<file path="config.mk">
export PLATFORM = sky130hd
export DESIGN_NAME = interval_timer_pair
export DESIGN_NICKNAME = d
export VERILOG_FILES = /design/src/rtl/ivt_pkg.sv /design/src/rtl/ivt_tick_gen.sv /design/src/rtl/ivt_decoder.sv /design/src/rtl/ivt_channel.sv /design/src/rtl/interval_timer_pair.sv
export SDC_FILE = /design/constraint.sdc
export NUM_CORES = 1
export LEC_CHECK = 0
export BUFFER_PORTS_ARGS = -buffer_cell sky130_fd_sc_hd__buf_2
export CAP_MARGIN = 20
export CORE_MARGIN = 1.5
export CORE_UTILIZATION = 40
export CTS_CLUSTER_SIZE = 14
export DETAILED_ROUTE_END_ITERATION = 12
export GPL_TIMING_DRIVEN = 0
export SLEW_MARGIN = 30
export SYNTH_ARGS = -nofsm -noshare
export SYNTH_HDL_FRONTEND = slang
export SYNTH_SLANG_ARGS = --single-unit
</file>
<file path="constraint.sdc">
create_clock -name clk -period 6 [get_ports clk]
set_clock_uncertainty 0.1 [all_clocks]
set_input_delay 1.2 -clock clk [delete_from_list [all_inputs] [get_ports clk]]
set_output_delay 1.2 -clock clk [all_outputs]
set_load 0.02 [all_outputs]
</file>
<file path="src/rtl/ivt_pkg.sv">
package ivt_pkg;

    typedef enum logic [0:0] {
        LD_LOW,
        LD_HIGH
    } ld_state_t;

    typedef enum logic [1:0] {
        CH_IDLE,
        CH_COUNT,
        CH_HALT
    } ch_state_t;

    localparam int unsigned NUM_CH  = 2;
    localparam int unsigned BYTE_W  = 8;
    localparam int unsigned STAT_W  = 8;

    localparam logic [1:0] A_CH0   = 2'd0;
    localparam logic [1:0] A_SPARE = 2'd1;
    localparam logic [1:0] A_CH2   = 2'd2;
    localparam logic [1:0] A_CTRL  = 2'd3;

    localparam logic [1:0] SEL_CH0 = 2'b00;
    localparam logic [1:0] SEL_CH2 = 2'b10;
    localparam logic [1:0] ACC_LH  = 2'b11;

    localparam logic [STAT_W-1:0] DONE_CODE = 8'h20;

endpackage

</file>
<file path="src/rtl/ivt_tick_gen.sv">
module ivt_tick_gen #(
    parameter int unsigned CLK_HZ  = 100_000_000,
    parameter int unsigned TICK_HZ = 1_193_180
) (
    input  logic clk,
    input  logic rst_n,
    output logic tick_o
);
    localparam int unsigned ACC_W = $clog2(CLK_HZ + TICK_HZ) + 1;
    localparam logic [ACC_W-1:0] STEP  = ACC_W'(TICK_HZ);
    localparam logic [ACC_W-1:0] LIMIT = ACC_W'(CLK_HZ);

    logic [ACC_W-1:0] acc_q;
    logic [ACC_W-1:0] sum;
    logic             wrap;

    always_comb begin
        sum  = acc_q + STEP;
        wrap = (sum >= LIMIT);
    end

    always_ff @(posedge clk) begin
        if (!rst_n) begin
            acc_q  <= '0;
            tick_o <= 1'b0;
        end else begin
            acc_q  <= wrap ? (sum - LIMIT) : sum;
            tick_o <= wrap;
        end
    end

    // Accumulator residue always stays below the clock rate.
    assert_acc_bounded_R1: assert property (@(posedge clk) disable iff (!rst_n)
        acc_q < LIMIT);

endmodule

</file>
<file path="src/rtl/ivt_decoder.sv">
module ivt_decoder
    import ivt_pkg::*;
#(
    parameter int unsigned CNT_W  = 16,
    parameter int unsigned MODE_W = 3
) (
    input  logic                  clk,
    input  logic                  rst_n,
    input  logic                  wr_i,
    input  logic [1:0]            addr_i,
    input  logic [BYTE_W-1:0]     wdata_i,
    output logic [NUM_CH-1:0]     load_o,
    output logic [CNT_W-1:0]      load_val_o,
    output logic [NUM_CH-1:0]     mode_we_o,
    output logic [MODE_W-1:0]     mode_val_o,
    output logic                  cmd_err_o
);
    localparam int unsigned LOW_W = CNT_W - BYTE_W;

    ld_state_t          ld_q, ld_nxt;
    logic [LOW_W-1:0]   low_q;
    logic               data_hit;
    logic               ctl_hit;
    logic               tgt_ch2;
    logic [1:0]         sel;
    logic               method_ok;
    logic               bcd_req;
    logic               sel_ok;
    logic               err_nxt;

    always_comb begin
        data_hit  = wr_i && ((addr_i == A_CH0) || (addr_i == A_CH2));
        ctl_hit   = wr_i && (addr_i == A_CTRL);
        tgt_ch2   = (addr_i == A_CH2);
        sel       = wdata_i[7:6];
        method_ok = (wdata_i[5:4] == ACC_LH);
        bcd_req   = wdata_i[0];
        sel_ok    = (sel == SEL_CH0) || (sel == SEL_CH2);
    end

    // state register
    always_ff @(posedge clk) begin
        if (!rst_n) begin
            ld_q      <= LD_LOW;
            low_q     <= '0;
            cmd_err_o <= 1'b0;
        end else begin
            ld_q      <= ld_nxt;
            cmd_err_o <= err_nxt;
            if (data_hit && (ld_q == LD_LOW))
                low_q <= LOW_W'(wdata_i);
        end
    end

    // outputs and next state
    always_comb begin
        ld_nxt     = ld_q;
        load_o     = '0;
        load_val_o = {wdata_i, low_q};
        unique case (ld_q)
            LD_LOW: begin
                if (data_hit)
                    ld_nxt = LD_HIGH;
            end
            LD_HIGH: begin
                if (data_hit) begin
                    load_o[tgt_ch2] = 1'b1;
                    ld_nxt          = LD_LOW;
                end
            end
        endcase

        mode_val_o = wdata_i[MODE_W:1];
        mode_we_o  = '0;
        if (ctl_hit && method_ok && !bcd_req) begin
            if (sel == SEL_CH0) mode_we_o[0] = 1'b1;
            if (sel == SEL_CH2) mode_we_o[1] = 1'b1;
        end
        err_nxt = ctl_hit && (!method_ok || bcd_req || !sel_ok);
    end

    assert_err_after_ctrl_R2: assert property (@(posedge clk) disable iff (!rst_n)
        cmd_err_o |-> $past(wr_i && (addr_i == A_CTRL)));

    assert_one_mode_target_R3: assert property (@(posedge clk) disable iff (!rst_n)
        $onehot0(mode_we_o));

    assert_one_load_target_R5: assert property (@(posedge clk) disable iff (!rst_n)
        $onehot0(load_o));

    // A completed load is always preceded by a low-byte data write.
    assert_load_after_low_R5: assert property (@(posedge clk) disable iff (!rst_n)
        (|load_o) |-> (ld_q == LD_HIGH));

endmodule

</file>
<file path="src/rtl/ivt_channel.sv">
module ivt_channel
    import ivt_pkg::*;
#(
    parameter int unsigned CNT_W  = 16,
    parameter int unsigned MODE_W = 3
) (
    input  logic               clk,
    input  logic               rst_n,
    input  logic               tick_i,
    input  logic               load_i,
    input  logic [CNT_W-1:0]   load_val_i,
    input  logic               mode_we_i,
    input  logic [MODE_W-1:0]  mode_val_i,
    output logic               expire_o,
    output logic [STAT_W-1:0]  status_o
);
    localparam logic [CNT_W-1:0] ONE = CNT_W'(1);

    ch_state_t           st_q, st_nxt;
    logic [CNT_W-1:0]    cnt_q, cnt_nxt;
    logic [CNT_W-1:0]    reload_q, reload_nxt;
    logic [MODE_W-1:0]   mode_q;
    logic [STAT_W-1:0]   stat_nxt;
    logic                exp_nxt;

    // state register
    always_ff @(posedge clk) begin
        if (!rst_n) begin
            st_q     <= CH_IDLE;
            cnt_q    <= '0;
            reload_q <= '0;
            mode_q   <= '0;
            status_o <= '0;
            expire_o <= 1'b0;
        end else begin
            st_q     <= st_nxt;
            cnt_q    <= cnt_nxt;
            reload_q <= reload_nxt;
            status_o <= stat_nxt;
            expire_o <= exp_nxt;
            if (mode_we_i)
                mode_q <= mode_val_i;
        end
    end

    // next state and outputs
    always_comb begin
        st_nxt     = st_q;
        cnt_nxt    = cnt_q;
        reload_nxt = reload_q;
        stat_nxt   = status_o;
        exp_nxt    = 1'b0;
        unique case (st_q)
            CH_IDLE: begin
            end
            CH_COUNT: begin
                if (tick_i) begin
                    if (cnt_q == ONE) begin
                        exp_nxt = 1'b1;
                        if (mode_q == '0) begin
                            stat_nxt = DONE_CODE;
                            cnt_nxt  = '0;
                            st_nxt   = CH_HALT;
                        end else begin
                            cnt_nxt  = reload_q;
                        end
                    end else begin
                        cnt_nxt = cnt_q - ONE;
                    end
                end
            end
            CH_HALT: begin
            end
        endcase
        if (load_i) begin
            st_nxt     = CH_COUNT;
            cnt_nxt    = load_val_i;
            reload_nxt = load_val_i;
            stat_nxt   = '0;
            exp_nxt    = 1'b0;
        end
    end

    assert_load_clears_R7: assert property (@(posedge clk) disable iff (!rst_n)
        load_i |=> (status_o == '0));

    assert_expire_on_tick_R6: assert property (@(posedge clk) disable iff (!rst_n)
        expire_o |-> $past(tick_i));

    assert_oneshot_done_R8: assert property (@(posedge clk) disable iff (!rst_n)
        (expire_o && ($past(mode_q) == '0)) |-> (status_o == DONE_CODE));

    assert_periodic_status_R9: assert property (@(posedge clk) disable iff (!rst_n)
        (expire_o && ($past(mode_q) != '0)) |-> (status_o == '0));

endmodule

</file>
<file path="src/rtl/interval_timer_pair.sv">
module interval_timer_pair
    import ivt_pkg::*;
#(
    parameter int unsigned CLK_HZ  = 100_000_000,
    parameter int unsigned TICK_HZ = 1_193_180,
    parameter int unsigned CNT_W   = 16,
    parameter int unsigned MODE_W  = 3
) (
    input  logic        clk,
    input  logic        rst_n,
    input  logic        bus_wr,
    input  logic [1:0]  bus_addr,
    input  logic [7:0]  bus_wdata,
    output logic [7:0]  bus_rdata,
    output logic        cmd_err,
    output logic        tick_o,
    output logic [1:0]  expire_o
);
    logic [NUM_CH-1:0]  load_v;
    logic [CNT_W-1:0]   load_val;
    logic [NUM_CH-1:0]  mode_we;
    logic [MODE_W-1:0]  mode_val;
    logic [STAT_W-1:0]  ch_stat [NUM_CH];

    ivt_tick_gen #(
        .CLK_HZ  (CLK_HZ),
        .TICK_HZ (TICK_HZ)
    ) u_tick (
        .clk    (clk),
        .rst_n  (rst_n),
        .tick_o (tick_o)
    );

    ivt_decoder #(
        .CNT_W  (CNT_W),
        .MODE_W (MODE_W)
    ) u_dec (
        .clk        (clk),
        .rst_n      (rst_n),
        .wr_i       (bus_wr),
        .addr_i     (bus_addr),
        .wdata_i    (bus_wdata),
        .load_o     (load_v),
        .load_val_o (load_val),
        .mode_we_o  (mode_we),
        .mode_val_o (mode_val),
        .cmd_err_o  (cmd_err)
    );

    for (genvar g = 0; g < NUM_CH; g++) begin : g_ch
        ivt_channel #(
            .CNT_W  (CNT_W),
            .MODE_W (MODE_W)
        ) u_ch (
            .clk        (clk),
            .rst_n      (rst_n),
            .tick_i     (tick_o),
            .load_i     (load_v[g]),
            .load_val_i (load_val),
            .mode_we_i  (mode_we[g]),
            .mode_val_i (mode_val),
            .expire_o   (expire_o[g]),
            .status_o   (ch_stat[g])
        );
    end

    always_comb begin
        unique case (bus_addr)
            A_CTRL:  bus_rdata = ch_stat[1];
            A_CH0:   bus_rdata = ch_stat[0];
            A_SPARE: bus_rdata = '0;
            A_CH2:   bus_rdata = '0;
        endcase
    end

    assert_no_err_idle_R11: assert property (@(posedge clk) disable iff (!rst_n)
        !$past(bus_wr) |-> !cmd_err);

endmodule

</file>
-- Yosys cells after proc, flatten, opt, wreduce, memory -nomap -nowiden
Index checks and enable logic that the tools add are counted.
- $add $sub $neg: 4
- magnitude comparators: 3
- equal/unequal tests: 9
- muxes and demuxes: 34
- bitwise logic cells: 5
- reductions and logical operators: 37
- operator list (operator ; count):
    $mux W16 ; 10
    $eq A16 B1 Y1 const B ; 2
    $sub A16 B1 Y16 const B ; 2
    $add A28 B21 Y28 const B ; 1
    $ge A28 B27 Y1 const B ; 1
    $mux W28 ; 1
    $sub A28 B27 Y28 const B ; 1
    $pmux W8 S3 ; 1
    $mux W1 ; 17
    $reduce_and A4 Y1 ; 4
    $reduce_bool A2 Y1 ; 8
    $eq A2 B2 Y1 const B ; 4
    $reduce_or A4 Y1 ; 2
    $logic_and A1 B1 Y1 ; 7
    $eq A2 B1 Y1 const B ; 3
    $logic_not A3 Y1 ; 2
    $mux W2 ; 3
    $reduce_or A2 Y1 ; 3
    $not A1 Y1 ; 5
    $logic_not A2 Y1 ; 2
    $logic_or A1 B1 Y1 ; 4
    $reduce_and A2 Y1 ; 2
    $logic_not A1 Y1 ; 3
    $lt A1 B2 Y1 const B ; 1
    other kinds (3) ; 3
- register bits: 115
- input port bits: 13
- output and inout port bits: 12
- word-level logic and storage cells: 109

-- Longest topological paths before layout
Gate-level depths: netlist of the first run.
- depth in word-level cells: 9
- mapped depth: 14
- depth with buffers taken out: 13

-- Hierarchy
Synthesis of the first run repeated with hierarchy kept, for this count alone.
- cells, all modules: 830
- area, all modules: 6811.5 um^2
- by module, submodules not included (module ; instances ; cells an instance ; area an instance (um^2) ; seq. area each (um^2)):
    ivt_channel ; 2 ; 254 ; 2060.7 ; 760.7
    ivt_tick_gen ; 1 ; 261 ; 2082.0 ; 540.5
    ivt_decoder ; 1 ; 50 ; 514.2 ; 200.2
    interval_timer_pair ; 1 ; 11 ; 93.8 ; 0.0

-- Least setup slack after synthesis of the first run
No wires, ideal clock.
- kind: flip-flop to flip-flop
- start: reg u_tick.acc_q[2]
- end: reg u_tick.acc_q[22]
- library setup time: 0.128 ns
- data arrival time: 2.749 ns
- data required time: 5.772 ns
- setup slack: 3.023 ns
- cell stages (with the launch flop): 13
- buffers on the path: 0
- clock period less this slack: 2.977 ns
- path through: dfxtp_1 inv_1 ha_1 nand2b_4 a2111oi_4 o21ai_1 mux2_2 nor2_2 o2111ai_1 a21o_1 a2111oi_2 xor2_1 nor2_1
- longest elaborated chain between the ends: 3
- elaborated cells on any way between the ends: 4
- those cells by class: 2 x add/sub; 1 x order compare; 1 x mux
- ends and longest elaborated chain (item ; RTL line ; source):
    start: declaration ; ivt_tick_gen.sv:13 ; logic [ACC_W-1:0] acc_q;
    start signal: assignment ; ivt_tick_gen.sv:27 ; acc_q <= wrap ? (sum - LIMIT) : sum;
    $add A28 B21 Y28 * ; ivt_tick_gen.sv:18 ; sum = acc_q + STEP;
    net u_tick.sum[2] ; ivt_tick_gen.sv:14 ; logic [ACC_W-1:0] sum;
    $sub A28 B27 Y28 or $ge A28 B27 Y1 (tied branches) ; ivt_tick_gen.sv:27, ivt_tick_gen.sv:19 ;
    $mux W28 * ; ivt_tick_gen.sv:27 ;
Mark *: on every way through the listed nets, which the timed path passes. The rest lies on a longest branch.
A chain may end at the register's enable or synchronous reset.

-- Final worst setup path of the first run
- start: reg u_tick.acc_q[2]
- end: reg u_tick.acc_q[12]
The elaborated chain is that of the path after synthesis.

==> impl_metrics.prom, run 1 <==
# TYPE chip_impl_metric gauge
chip_impl_info{name="run_status",value="completed"} 1
chip_impl_metric{name="grt_antenna_before_repair",unit=""} 0
chip_impl_info{name="worst_path_max_delay_cell",value="a2111oi_4"} 1
chip_impl_metric{name="postRouteAntennaNets",unit=""} 0
chip_impl_metric{name="globalplace.congestion",unit=""} 0.867
chip_impl_info{name="tritoncts_clock_tree",value="built"} 1
chip_impl_metric{name="report.power.total",unit="mW"} 2.29
chip_impl_metric{name="worstPathArrival",unit="ns"} 3.76
chip_impl_metric{name="hold_viol",unit=""} 0
chip_impl_metric{name="register_to_register_path_depth",unit=""} 13
chip_impl_metric{name="routed_wirelength",unit="mm"} 17.1
chip_impl_metric{name="holdWs",unit="ns"} 0.358
chip_impl_metric{name="ff2ff_setup_slack",unit="ns"} 2.42
chip_impl_metric{name="path_clk_slew",unit="ns"} 0.05
chip_impl_metric{name="die_height",unit="um"} 127
chip_impl_metric{name="globalRoute.totalOverflow",unit=""} 0
chip_impl_metric{name="grt_first_pass_wirelength",unit="mm"} 27.8
chip_impl_metric{name="first_pass_iteration_count_of_the_detailed_router",unit=""} 4
chip_impl_metric{name="fin_ws",unit="ns"} 2.42
chip_impl_metric{name="postSynth.asyncResetShare",unit="%"} 0
chip_impl_metric{name="post_route_cells_drive_above_1_share",unit="%"} 9.54
chip_impl_metric{name="boundaryPins",unit=""} 25
chip_impl_metric{name="finalSetupViolations",unit=""} 0
chip_impl_info{name="cpLargestDelayFamily",value="compound AO/OA/AOI/OAI gates"} 1
chip_impl_metric{name="wl_per_cell",unit="um"} 16.5
chip_impl_metric{name="grt_start_max_net_pins",unit=""} 17
chip_impl_metric{name="drtIter0Drc",unit=""} 395
chip_impl_metric{name="dpl.hpwl",unit="mm"} 12.0
chip_impl_info{name="crit_path_start",value="u_tick.acc_q[2]$_SDFF_PN0_"} 1
chip_impl_metric{name="final_min_period_over_clock_period",unit="%"} 59.6
chip_impl_info{name="regToRegStartpoint",value="u_tick.acc_q[2]$_SDFF_PN0_"} 1
chip_impl_metric{name="grt.total_usage",unit="%"} 21.7
chip_impl_metric{name="filler_cell_count",unit=""} 1529
chip_impl_info{name="setup.worst_path.start_class",value="flop"} 1
chip_impl_metric{name="grt_pass1_vias",unit=""} 5517
chip_impl_info{name="timing.critical_path.cells",value="inv_1 -> ha_1 -> nand2b_4 -> a2111oi_4 -> o211ai_1 -> and2_1 -> nand2_1 -> xor2_1 -> o21ai_0 -> clkbuf_1 -> o211ai_1 -> xor2_1 -> nor2_1"} 1
chip_impl_metric{name="fp.dieW",unit="um"} 127
chip_impl_metric{name="synth-seq-cells",unit=""} 113
chip_impl_metric{name="ctsHtreeMaxLevel",unit=""} 4
chip_impl_metric{name="final_design_area_no_fill",unit="mm2"} 0.00717
chip_impl_info{name="hold_path.class",value="flop to flop"} 1
chip_impl_metric{name="timing.setup.tns",unit="ns"} 0
chip_impl_metric{name="postLayoutCoreUtil",unit="%"} 47.3
chip_impl_info{name="synth_top_cell_by_area",value="dfxtp_1"} 1
chip_impl_metric{name="layout.cells.non_filler",unit=""} 1038
chip_impl_info{name="critical_path_start_end_classification",value="flop to flop"} 1
chip_impl_metric{name="port_buffers",unit=""} 17
chip_impl_info{name="worstReg2RegEnd",value="u_tick.acc_q[12]$_SDFF_PN0_"} 1
chip_impl_metric{name="routed-via-count",unit=""} 5845
chip_impl_metric{name="syn2layout_area_growth",unit="%"} 16.0
chip_impl_metric{name="cts_resized",unit=""} 0
chip_impl_metric{name="synth_cell_types",unit=""} 68
chip_impl_metric{name="ys.warnings.count",unit=""} 0
chip_impl_metric{name="placement_rows",unit=""} 45
chip_impl_metric{name="final-max-slew-violation-count",unit=""} 0
chip_impl_metric{name="dpl-instance-area",unit="mm2"} 0.00653
chip_impl_metric{name="synthesis.area",unit="mm2"} 0.00618
chip_impl_metric{name="core_area",unit="mm2"} 0.0151
chip_impl_info{name="yosys_most_used_dff",value="dfxtp_1"} 1
chip_impl_info{name="crit_path_end",value="u_tick.acc_q[12]$_SDFF_PN0_"} 1
chip_impl_metric{name="cts_setup_buffers",unit=""} 0
chip_impl_metric{name="worst-slew-pin-transition",unit="ns"} 0.798
chip_impl_metric{name="synth_edf_count",unit=""} 0
chip_impl_metric{name="avgViaCountPerCell",unit=""} 5.63
chip_impl_metric{name="clock-sinks",unit=""} 113
chip_impl_metric{name="synth.avg_cell_area",unit="um2"} 7.78
chip_impl_metric{name="numCtsBuffers",unit=""} 17
chip_impl_metric{name="max-clock-path-buffers",unit=""} 2
chip_impl_metric{name="path_max_fanout",unit=""} 10
chip_impl_metric{name="setup_slack_placement",unit="ns"} 2.46
chip_impl_info{name="yosys-top-cells-area",value="dfxtp_1 (37%), a21oi_1 (10%), nand2_1 (6.9%), nor2_1 (4.4%), xnor2_1 (2.7%)"} 1
chip_impl_info{name="grt_setup_unrepaired",value="no"} 1
chip_impl_metric{name="critical_path.n_buffers_inverters",unit=""} 2
chip_impl_metric{name="multi_input_comb_area",unit="mm2"} 0.00364
chip_impl_metric{name="total_number_of_cells_along_the_worst_setup_path",unit=""} 13
chip_impl_metric{name="cap_viol_max_count",unit=""} 0
chip_impl_metric{name="total_power_divided_by_cell_area",unit="mW/mm2"} 320
chip_impl_metric{name="register_area",unit="mm2"} 0.00226
chip_impl_metric{name="crit_path_max_incr_delay",unit="ns"} 0.49
chip_impl_metric{name="floorplan.initialDensity",unit="%"} 40.8
chip_impl_info{name="worstSetupEndpointType",value="flop"} 1
chip_impl_metric{name="cts.hold.buffers_added",unit=""} 0
chip_impl_metric{name="netlist.area_leader.share",unit="%"} 36.6
chip_impl_metric{name="synthCells",unit=""} 795
chip_impl_metric{name="dp_cells",unit=""} 1006
chip_impl_metric{name="fmax",unit="MHz"} 280
chip_impl_metric{name="required",unit="ns"} 6.18
chip_impl_metric{name="relSlewSlack",unit="%"} 46.8
chip_impl_metric{name="drcViolationCount",unit=""} 0
chip_impl_metric{name="layout.nets",unit=""} 859
chip_impl_metric{name="leakagePower",unit="nW"} 2.69
chip_impl_metric{name="dieArea",unit="mm2"} 0.0162
chip_impl_metric{name="ir_drop",unit="uV"} 200
chip_impl_metric{name="seq_total_area_yosys",unit="%"} 36.6
chip_impl_metric{name="clock_latency",unit="ns"} 0.42
chip_impl_metric{name="layout_min_cycle_time",unit="ns"} 3.58
chip_impl_info{name="cts_root_buf",value="clkbuf_16"} 1
-- area by class of cell --
class | instances | area share [%]
Multi-Input combinational cell | 619 | 50.8
Inverter | 15 | 0.785
Clock inverter | 11 | 2.58
Antenna cell | 1 | 0.0349
Tap cell | 188 | 3.28
Timing Repair Buffer | 17 | 1.19
Sequential cell | 113 | 31.5
Buffer | 54 | 3.40
Clock buffer | 20 | 6.37
-- power by group --
group	switching [mW]	internal, mW	total, mW
sequential	0.0464	0.786	0.833
combinational	0.209	0.142	0.351
clock	0.357	0.752	1.11
total	0.613	1.68	2.29
-- layer usage --
metal | global-route usage, % | part of all wire, %
met1 | 29.0 | 48
met2 | 34.5 | 45
met5 | 0 | 0
met4 | 7.15 | 1.9
met3 | 5.28 | 5.2
-- cells by family after synthesis --
kind of cell / share of synthesized area [%]
AOI/OAI and AO/OA: 26.1
xor gates and xnor gates: 4.94
adders and majority gates: 1.82
buffers and inverters: 4.86
DFF: 36.6
muxes: 2.61
other: 0.0606
and+or+nand+nor: 23.0
-- layout by cell type, fill, tap and decap left out, types with 13 or more instances in the layout --
cell type    n
mux2i_1     15
nor3_1      20
nand3_1     13
inv_1       14
clkbuf_16   17
o211ai_1    13
nand2_1    113
o21ai_0     31
nor2_1      72
dfxtp_1    113
o221ai_1    17
xor2_1      14
buf_2       20
a21oi_1    129
or3_1       16
clkbuf_1    37
xnor2_1     19
-- registers in the layout, indices dropped and copies added, names as in the netlist --
signal	count
g_ch.u_ch.cnt_q	32
g_ch.u_ch.reload_q	32
u_tick.acc_q	26
u_dec.low_q	8
g_ch.u_ch.mode_q	6
g_ch.u_ch.st_q	4
g_ch.u_ch.expire_o	2
u_dec.cmd_err_o	1
u_dec.ld_q	1
u_tick.tick_o	1
-- worst register-to-register path, delay by kind of cell, from the launching register on --
kind                       cells  cell delay [ns]
AOI/OAI and AO/OA              4             1.35
buffers and inverters          2             0.38
xor gates and xnor gates       2             0.57
and+or+nand+nor                4             0.46
adders and majority gates      1             0.23
DFF                            1             0.35
-- worst min-delay path by stage --
stage                     slack, ns                                    from                                endpoint  cells past startpoint
final                          0.36   g_ch[0].u_ch.reload_q[1]$_SDFFE_PN0P_   g_ch[0].u_ch.reload_q[1]$_SDFFE_PN0P_                      2
after global routing           0.38  g_ch[0].u_ch.reload_q[15]$_SDFFE_PN0P_  g_ch[0].u_ch.reload_q[15]$_SDFFE_PN0P_                      2
after CTS                      0.36   g_ch[0].u_ch.reload_q[1]$_SDFFE_PN0P_   g_ch[0].u_ch.reload_q[1]$_SDFFE_PN0P_                      2
after detailed placement       0.35  g_ch[0].u_ch.reload_q[14]$_SDFFE_PN0P_  g_ch[0].u_ch.reload_q[14]$_SDFFE_PN0P_                      2
after global placement         0.34  g_ch[1].u_ch.reload_q[11]$_SDFFE_PN0P_  g_ch[1].u_ch.reload_q[11]$_SDFFE_PN0P_                      2
after floorplan                0.34   g_ch[0].u_ch.reload_q[0]$_SDFFE_PN0P_   g_ch[0].u_ch.reload_q[0]$_SDFFE_PN0P_                      2
-- synth_stat cells, types with 14 or more instances --
library cell,number
inv_1,14
nand2_1,113
a21oi_1,129
o221ai_1,17
xor2_1,14
or3_1,16
nor2_1,72
clkbuf_1,36
nor3_1,20
dfxtp_1,113
xnor2_1,19
mux2i_1,15
o21ai_0,31
No activity file was read; power rests on OpenSTA's default activity.
==> run 2: changes to the inputs <==
ABC_AREA = 1   (was not set)
clock period = 3.3 ns   (was 6 ns; I/O delays follow)
==> run 2 against run 1 <==
  * Combinational power up 91%
  * Sequential share of layout area down 3.1 points
  * Via count up 19%
  * Fmax up 19%
  * Die area up 13%
  * Critical path type unchanged
  * Critical endpoint is now u_tick.acc_q[24]$_SDFF_PN0_
  * Largest power group unchanged
  * Highest routed layer unchanged
==> impl_metrics.prom, run 2 <==
# TYPE chip_impl_metric gauge
chip_impl_metric{name="fin_ws",unit="ns"} 0.306
chip_impl_info{name="reg_top3",value="g_ch.u_ch.cnt_q (32), g_ch.u_ch.reload_q (32), u_tick.acc_q (26)"} 1
chip_impl_metric{name="number_of_diodes",unit=""} 0
chip_impl_metric{name="synth_edf_count",unit=""} 0
chip_impl_metric{name="cts_setup_buffers",unit=""} 0
chip_impl_metric{name="final_design_area_no_fill",unit="mm2"} 0.00795
chip_impl_metric{name="switching_fraction_of_total_power",unit="%"} 29.2
chip_impl_metric{name="cap_viol_max_count",unit=""} 0
chip_impl_metric{name="cts_resized",unit=""} 0
chip_impl_metric{name="numCtsBuffers",unit=""} 17
chip_impl_metric{name="worstPathArrival",unit="ns"} 3.22
chip_impl_metric{name="ir_drop",unit="uV"} 363
chip_impl_metric{name="drcViolationCount",unit=""} 0
chip_impl_metric{name="setup_slack_placement",unit="ns"} 0.339
chip_impl_metric{name="synthesis.area",unit="mm2"} 0.00701
chip_impl_metric{name="final-max-slew-violation-count",unit=""} 0
chip_impl_metric{name="worst-slew-pin-transition",unit="ns"} 0.786
chip_impl_metric{name="holdWs",unit="ns"} 0.359
chip_impl_metric{name="grt_start_max_net_pins",unit=""} 17
chip_impl_info{name="final_common_cell",value="nand2_1"} 1
chip_impl_metric{name="synth_compound_area_share",unit="%"} 12.4
chip_impl_metric{name="multi_input_comb_area",unit="mm2"} 0.00404
chip_impl_metric{name="globalRoute.totalOverflow",unit=""} 0
chip_impl_metric{name="globalplace.congestion",unit=""} 0.883
chip_impl_metric{name="seq_power_share",unit="%"} 38.2
chip_impl_metric{name="synth-adder-area-share",unit="%"} 1.61
chip_impl_metric{name="core_area",unit="mm2"} 0.0172
chip_impl_info{name="run_status",value="completed"} 1
chip_impl_metric{name="routed-via-count",unit=""} 6957
chip_impl_metric{name="grt_pass1_vias",unit=""} 6380
chip_impl_metric{name="ys.warnings.count",unit=""} 0
chip_impl_metric{name="dpl-instance-area",unit="mm2"} 0.00740
chip_impl_info{name="worstSetupEndpointType",value="flop"} 1
chip_impl_metric{name="timing.setup.tns",unit="ns"} 0
chip_impl_metric{name="dpl.hpwl",unit="mm"} 15.0
chip_impl_metric{name="dieArea",unit="mm2"} 0.0183
chip_impl_metric{name="layout.nets",unit=""} 1176
chip_impl_metric{name="routed_wirelength",unit="mm"} 19.7
chip_impl_metric{name="share_comb_of_total_power",unit="%"} 17.2
chip_impl_metric{name="avgViaCountPerCell",unit=""} 5.01
chip_impl_metric{name="yosys-mux-area-fraction",unit="%"} 0
chip_impl_metric{name="post_route_cells_drive_above_1_share",unit="%"} 10.5
chip_impl_metric{name="filler_cell_count",unit=""} 1855
chip_impl_metric{name="final_min_period_over_clock_period",unit="%"} 90.7
chip_impl_metric{name="synthCells",unit=""} 1113
chip_impl_metric{name="finalSetupViolations",unit=""} 0
chip_impl_metric{name="fp.dieW",unit="um"} 135
chip_impl_info{name="layout.cells.most_common_list",value="nand2_1 (328), nor2_1 (148), inv_1 (121)"} 1
chip_impl_metric{name="postRouteAntennaNets",unit=""} 0
chip_impl_metric{name="seq_total_area_yosys",unit="%"} 32.3
chip_impl_metric{name="path_max_fanout",unit=""} 10
chip_impl_info{name="netlist_top_cells_count",value="nand2_1 (328), nor2_1 (148), inv_1 (121)"} 1
chip_impl_metric{name="ff2ff_setup_slack",unit="ns"} 0.31
chip_impl_metric{name="synth_xor_xnor_area_share",unit="%"} 3.75
chip_impl_metric{name="grt_first_pass_wirelength",unit="mm"} 31.9
chip_impl_info{name="worstReg2RegEnd",value="u_tick.acc_q[24]$_SDFF_PN0_"} 1
chip_impl_metric{name="power.clock.fraction",unit="%"} 44.6
chip_impl_info{name="hold_path.class",value="flop to flop"} 1
chip_impl_info{name="cts_root_buf",value="clkbuf_16"} 1
chip_impl_metric{name="total_power_divided_by_cell_area",unit="mW/mm2"} 491
chip_impl_info{name="largest_family_of_logic_cells_by_synthesized_area",value="simple AND/OR/NAND/NOR gates"} 1
chip_impl_info{name="crit_path_start",value="u_tick.acc_q[2]$_SDFF_PN0_"} 1
chip_impl_metric{name="net-switching-power",unit="mW"} 1.14
chip_impl_metric{name="port_buffers",unit=""} 16
chip_impl_info{name="tritoncts_clock_tree",value="built"} 1
chip_impl_info{name="yosys-top-cells-area",value="dfxtp_1 (32%), nand2_1 (18%), nor2_1 (7.9%), inv_1 (6.5%), nand3_1 (5.1%)"} 1
chip_impl_metric{name="drtIter0Drc",unit=""} 429
chip_impl_info{name="crit_path_end",value="u_tick.acc_q[24]$_SDFF_PN0_"} 1
chip_impl_metric{name="leakagePower",unit="nW"} 3.59
chip_impl_metric{name="cts.hold.buffers_added",unit=""} 0
chip_impl_metric{name="clock-sinks",unit=""} 113
chip_impl_metric{name="grt.total_usage",unit="%"} 22.3
chip_impl_info{name="post-synth-top-count-cell",value="nand2_1"} 1
chip_impl_metric{name="layout.cells.non_filler",unit=""} 1390
chip_impl_metric{name="intPower",unit="mW"} 2.76
chip_impl_metric{name="relSlewSlack",unit="%"} 47.6
chip_impl_metric{name="wl_per_cell",unit="um"} 14.1
chip_impl_info{name="critical_path_start_end_classification",value="flop to flop"} 1
chip_impl_metric{name="hold_viol",unit=""} 0
chip_impl_metric{name="dp_cells",unit=""} 1360
chip_impl_metric{name="grt_antenna_before_repair",unit=""} 0
chip_impl_info{name="grt_setup_unrepaired",value="no"} 1
chip_impl_metric{name="ctsHtreeMaxLevel",unit=""} 4
chip_impl_metric{name="synth.avg_cell_area",unit="um2"} 6.30
chip_impl_metric{name="postSynth.asyncResetShare",unit="%"} 0
chip_impl_metric{name="max-clock-path-buffers",unit=""} 2
chip_impl_metric{name="report.power.total",unit="mW"} 3.90
chip_impl_metric{name="first_pass_iteration_count_of_the_detailed_router",unit=""} 5
chip_impl_metric{name="netlist.area_leader.share",unit="%"} 32.3
chip_impl_info{name="yosys_most_used_dff",value="dfxtp_1"} 1
chip_impl_metric{name="die_height",unit="um"} 135
chip_impl_metric{name="required",unit="ns"} 3.53
chip_impl_metric{name="placement_rows",unit=""} 48
chip_impl_metric{name="synth-simple-area-share",unit="%"} 39.5
chip_impl_metric{name="synth-seq-cells",unit=""} 113
chip_impl_metric{name="layout_min_cycle_time",unit="ns"} 2.99
chip_impl_metric{name="clock_latency",unit="ns"} 0.41
chip_impl_metric{name="path_clk_slew",unit="ns"} 0.05
chip_impl_metric{name="syn2layout_area_growth",unit="%"} 13.4
chip_impl_metric{name="postLayoutCoreUtil",unit="%"} 46.1
chip_impl_info{name="setup.worst_path.start_class",value="flop"} 1
chip_impl_metric{name="boundaryPins",unit=""} 25
chip_impl_metric{name="register_to_register_path_depth",unit=""} 24
chip_impl_metric{name="synth_cell_types",unit=""} 45
chip_impl_info{name="synth_top_cell_by_area",value="dfxtp_1"} 1
chip_impl_metric{name="register_area",unit="mm2"} 0.00226
chip_impl_metric{name="fmax",unit="MHz"} 334
chip_impl_info{name="regToRegStartpoint",value="u_tick.acc_q[2]$_SDFF_PN0_"} 1
chip_impl_metric{name="floorplan.initialDensity",unit="%"} 40.7
==> run 2: worst min path at each step <==
| stage | startpoint | to | slack [ns] | cells past startpoint |
|---|---|---|---|---|
| finish | u_tick.acc_q[2]$_SDFF_PN0_ | u_tick.acc_q[2]$_SDFF_PN0_ | 0.36 | 1 |
| global route | u_tick.acc_q[2]$_SDFF_PN0_ | u_tick.acc_q[2]$_SDFF_PN0_ | 0.39 | 1 |
| CTS | u_tick.acc_q[2]$_SDFF_PN0_ | u_tick.acc_q[2]$_SDFF_PN0_ | 0.35 | 1 |
| detailed placement | u_tick.acc_q[2]$_SDFF_PN0_ | u_tick.acc_q[2]$_SDFF_PN0_ | 0.35 | 1 |
| global placement | u_tick.acc_q[2]$_SDFF_PN0_ | u_tick.acc_q[2]$_SDFF_PN0_ | 0.33 | 1 |
| floorplan | u_tick.acc_q[2]$_SDFF_PN0_ | u_tick.acc_q[2]$_SDFF_PN0_ | 0.32 | 1 |
==> run 2: logic make-up (layout without fill, tap and decap cells) <==
family                   after synthesis  after routing
other                                  1              7
adder cells (fa/ha/maj)                9              9
AO/OA/AOI/OAI                        151            151
flip-flops                           113            113
AND/OR/NAND/NOR                      633            633
XOR/XNOR                              30             30
buffers and inverters                176            222
==> run 2: critical path, cell delays in order, from the launching register on <==
cell,delay [ns]
dfxtp_1,0.33
inv_1,0.10
ha_1,0.19
nand2_2,0.08
nand2_2,0.09
nand2_2,0.11
nand2_1,0.08
nand2_1,0.12
inv_1,0.09
ha_1,0.14
nand2_1,0.05
nor2_1,0.09
nand2_1,0.06
nor2_1,0.10
nand2_1,0.06
nor2_1,0.09
nand2_1,0.09
nor2_1,0.11
nand3_1,0.12
nor2_4,0.17
nor2_8,0.07
nand2_8,0.11
buf_12,0.15
nand2_2,0.06
a21oi_2,0.14
==> run 2: final cells by class <==
class / count / share of cell area (%)
buffer: 39 / 2.69
timing repair buffer: 16 / 1.01
inverter: 137 / 6.47
sequential: 113 / 28.4
clock inverter: 6 / 0.692
tap: 225 / 3.54
multi-input combinational: 830 / 50.8
clock buffer: 24 / 6.31
==> run 2: routing by layer <==
metal / global-route usage (%) / up-vias / part of all wire, %
met3: 3.33 / 21 / 3.4
met2: 37.5 / 136 / 47
li1: - / 3632 / -
met4: 7.05 / 0 / 1.4
met5: 0 / - / 0
met1: 29.4 / 3168 / 48
==> run 2: power by group through the flow <==
stage                     sequential (mW)  combinational (mW)  clock (mW)
after floorplan                      1.49               0.527           0
after global placement               1.52               0.659           0
after detailed placement             1.51               0.665           0
after CTS                            1.49               0.669        1.76
after global routing                 1.50               0.765        1.83
final                                1.49               0.672        1.74
==> run 3: changes to the inputs <==
GPL_TIMING_DRIVEN = not set   (was 0)
==> run 3 against run 2 <==
  * Final area decreased by 0.27%
  * Clock-buffer cell count decreased by 5
  * Sequential share of layout area increased by 0.076 points
  * Clock power increased by 17%
  * Register-to-register slack improved by 0.12 ns
  * Core utilization decreased by 0.12 points
  * Combinational power about the same
  * First-iteration DRC count decreased by 2.8%
  * Power increased by 7.6%
  * Sequential power about the same
  * Die area unchanged
  * Final cell count decreased by 1.9%
  * Critical endpoint is now u_tick.acc_q[21]$_SDFF_PN0_
==> impl_metrics.prom, run 3 (synthesized netlist as in run 2, its figures left out) <==
# TYPE chip_impl_metric gauge
chip_impl_metric{name="cts_setup_buffers",unit=""} 0
chip_impl_metric{name="relSlewSlack",unit="%"} 49.8
chip_impl_info{name="whs_endpoint",value="u_tick.acc_q[2]$_SDFF_PN0_"} 1
chip_impl_metric{name="ctsHtreeMaxLevel",unit=""} 4
chip_impl_metric{name="dpl-instance-area",unit="mm2"} 0.00727
chip_impl_metric{name="layout_min_cycle_time",unit="ns"} 2.87
chip_impl_metric{name="drtIter0Drc",unit=""} 417
chip_impl_metric{name="grt_antenna_before_repair",unit=""} 0
chip_impl_info{name="layout.cells.most_common_list",value="nand2_1 (328), nor2_1 (147), inv_1 (120)"} 1
chip_impl_metric{name="ff2ff_setup_slack",unit="ns"} 0.43
chip_impl_metric{name="filler_cell_count",unit=""} 1797
chip_impl_metric{name="numCtsBuffers",unit=""} 17
chip_impl_info{name="worst_path_max_delay_cell",value="dfxtp_1"} 1
chip_impl_metric{name="timing.setup.tns",unit="ns"} 0
chip_impl_info{name="setup.worst_path.start_class",value="flop"} 1
chip_impl_metric{name="cts.hold.buffers_added",unit=""} 0
chip_impl_info{name="cts_root_buf",value="clkbuf_16"} 1
chip_impl_metric{name="fin_ws",unit="ns"} 0.429
chip_impl_metric{name="port_buffers",unit=""} 17
chip_impl_metric{name="core_area",unit="mm2"} 0.0172
chip_impl_metric{name="cts_resized",unit=""} 0
chip_impl_metric{name="routed-via-count",unit=""} 6776
chip_impl_metric{name="worst-slew-pin-transition",unit="ns"} 0.750
chip_impl_metric{name="fmax",unit="MHz"} 348
chip_impl_metric{name="finalSetupViolations",unit=""} 0
chip_impl_metric{name="grt_first_pass_wirelength",unit="mm"} 30.4
chip_impl_metric{name="placement_rows",unit=""} 48
chip_impl_metric{name="drcViolationCount",unit=""} 0
chip_impl_metric{name="first_pass_iteration_count_of_the_detailed_router",unit=""} 5
chip_impl_info{name="regToRegStartpoint",value="u_tick.acc_q[2]$_SDFF_PN0_"} 1
chip_impl_info{name="worstReg2RegEnd",value="u_tick.acc_q[21]$_SDFF_PN0_"} 1
chip_impl_metric{name="die_height",unit="um"} 135
chip_impl_metric{name="final_design_area_no_fill",unit="mm2"} 0.00793
chip_impl_info{name="run_status",value="completed"} 1
chip_impl_metric{name="avgViaCountPerCell",unit=""} 4.97
chip_impl_metric{name="setup_slack_placement",unit="ns"} 0.426
chip_impl_metric{name="grt_pass1_vias",unit=""} 6258
chip_impl_metric{name="cap_viol_max_count",unit=""} 0
chip_impl_metric{name="register_to_register_path_depth",unit=""} 24
chip_impl_metric{name="final_min_period_over_clock_period",unit="%"} 87.0
chip_impl_info{name="tritoncts_clock_tree",value="built"} 1
chip_impl_metric{name="final-max-slew-violation-count",unit=""} 0
chip_impl_info{name="worstSetupEndpointType",value="flop"} 1
chip_impl_info{name="grt_setup_unrepaired",value="no"} 1
chip_impl_metric{name="fp.dieW",unit="um"} 135
chip_impl_info{name="hold_path.class",value="flop to flop"} 1
chip_impl_metric{name="routed_wirelength",unit="mm"} 18.6
chip_impl_metric{name="post_route_cells_drive_above_1_share",unit="%"} 10.8
chip_impl_metric{name="grt_start_max_net_pins",unit=""} 77
chip_impl_info{name="reg_top3",value="g_ch.u_ch.cnt_q (32), g_ch.u_ch.reload_q (32), u_tick.acc_q (26)"} 1
chip_impl_metric{name="worstHoldPathCells",unit=""} 1
chip_impl_info{name="timing.critical_path.cells",value="inv_1 -> ha_1 -> nand2_2 -> nand2_2 -> nand2_2 -> nand2_1 -> nand2_1 -> inv_1 -> ha_1 -> nand2_1 -> nor2_1 -> nand2_1 -> nor2_1 -> nand2_1 -> nor2_1 -> nand2_1 -> nor2_1 -> nand3_1 -> nor2_4 -> nor2_8 -> nand2_8 -> inv_2 -> nor2_1 -> nor2_1"} 1
chip_impl_info{name="min_delay_src",value="u_tick.acc_q[2]$_SDFF_PN0_"} 1
chip_impl_metric{name="layout.nets",unit=""} 1147
chip_impl_metric{name="report.power.total",unit="mW"} 4.20
chip_impl_metric{name="ir_drop",unit="uV"} 315
chip_impl_metric{name="wl_per_cell",unit="um"} 13.6
chip_impl_metric{name="globalplace.congestion",unit=""} 0.908
chip_impl_metric{name="hold_viol",unit=""} 0
chip_impl_metric{name="path_clk_slew",unit="ns"} 0.06
chip_impl_metric{name="clock_latency",unit="ns"} 0.43
chip_impl_metric{name="dpl.hpwl",unit="mm"} 13.6
chip_impl_metric{name="worstPathArrival",unit="ns"} 3.10
chip_impl_metric{name="floorplan.initialDensity",unit="%"} 40.7
chip_impl_metric{name="dieArea",unit="mm2"} 0.0183
chip_impl_info{name="final_common_cell",value="nand2_1"} 1
chip_impl_metric{name="required",unit="ns"} 3.52
chip_impl_metric{name="syn2layout_area_growth",unit="%"} 13.1
chip_impl_metric{name="boundaryPins",unit=""} 25
chip_impl_metric{name="postRouteAntennaNets",unit=""} 0
chip_impl_metric{name="max-clock-path-buffers",unit=""} 2
chip_impl_metric{name="number_of_diodes",unit=""} 0
chip_impl_metric{name="clock-sinks",unit=""} 113
chip_impl_metric{name="crit_path_max_incr_delay",unit="ns"} 0.32
chip_impl_metric{name="leakagePower",unit="nW"} 3.56
chip_impl_metric{name="path_max_fanout",unit=""} 19
chip_impl_metric{name="grt.total_usage",unit="%"} 21.2
chip_impl_metric{name="total_power_divided_by_cell_area",unit="mW/mm2"} 529
chip_impl_info{name="critical_path_start_end_classification",value="flop to flop"} 1
chip_impl_metric{name="globalRoute.totalOverflow",unit=""} 0
## run 3: cell count changes in the layout (fill, tap and decap cells not counted)
cell | previous run | this run
clkbuf_8 | 5 | 2
clkbuf_1 | 24 | 0
inv_2 | 13 | 14
buf_1 | 2 | 0
nor2_2 | 5 | 6
inv_1 | 121 | 120
clkinv_4 | 0 | 3
nor2_1 | 148 | 147
clkinv_2 | 5 | 2
buf_2 | 18 | 17
buf_4 | 11 | 8
clkinvlp_4 | 0 | 3
buf_6 | 1 | 0
bufinv_16 | 1 | 5
## run 3: final cells by class
cell class                 count  area, um2  area share, %
multi-input combinational    830       4050           51.0
sequential                   113       2260           28.5
inverter                     137        514           6.48
clock buffer                  19        453           5.71
tap                          225        282           3.55
clock inverter                13        209           2.63
timing repair buffer          26        165           2.08
## run 3: per-layer routing
metal,track usage (%),part of all wire (%),vias to the layer above
li1,-,-,3597
met1,27.4,49,3032
met2,34.7,46,116
met3,3.52,3.1,31
met4,9.56,2.4,0
met5,0,0,-
## run 3: report_power, final
part	internal, mW	switching (mW)
combinational	0.217	0.453
clock	1.38	0.665
sequential	1.42	0.0667
total	3.01	1.18
## run 3: worst max path at each step
stage | depth (start not counted) | slack [ns] | from | to
global route | 24 | 0.11 | u_tick.acc_q[2]$_SDFF_PN0_ | u_tick.acc_q[13]$_SDFF_PN0_
finish | 24 | 0.43 | u_tick.acc_q[2]$_SDFF_PN0_ | u_tick.acc_q[21]$_SDFF_PN0_
detailed placement | 24 | 0.43 | u_tick.acc_q[2]$_SDFF_PN0_ | u_tick.acc_q[21]$_SDFF_PN0_
floorplan | 24 | 0.80 | u_tick.acc_q[2]$_SDFF_PN0_ | u_tick.acc_q[14]$_SDFF_PN0_
CTS | 24 | 0.41 | u_tick.acc_q[2]$_SDFF_PN0_ | u_tick.acc_q[21]$_SDFF_PN0_
global placement | 24 | 0.48 | u_tick.acc_q[2]$_SDFF_PN0_ | u_tick.acc_q[21]$_SDFF_PN0_
## run 3: worst max-delay path, delay by kind of cell (launching register included)
kind          cells  cell delay [ns]
flops             1             0.32
fa+ha+maj         2             0.31
buf+inv           3             0.27
simple gates     19             1.75
## run 3: per-stage QoR
stage | hold slack (ns) | instances | util (%)
after floorplan | 0.317 | 1119 | -
after global placement | 0.331 | 1331 | 42.2
after detailed placement | 0.340 | 1331 | 42.2
after CTS | 0.348 | 1363 | 46.0
after global routing | 0.377 | 1363 | 46.0
final | 0.350 | 1363 | 46.0
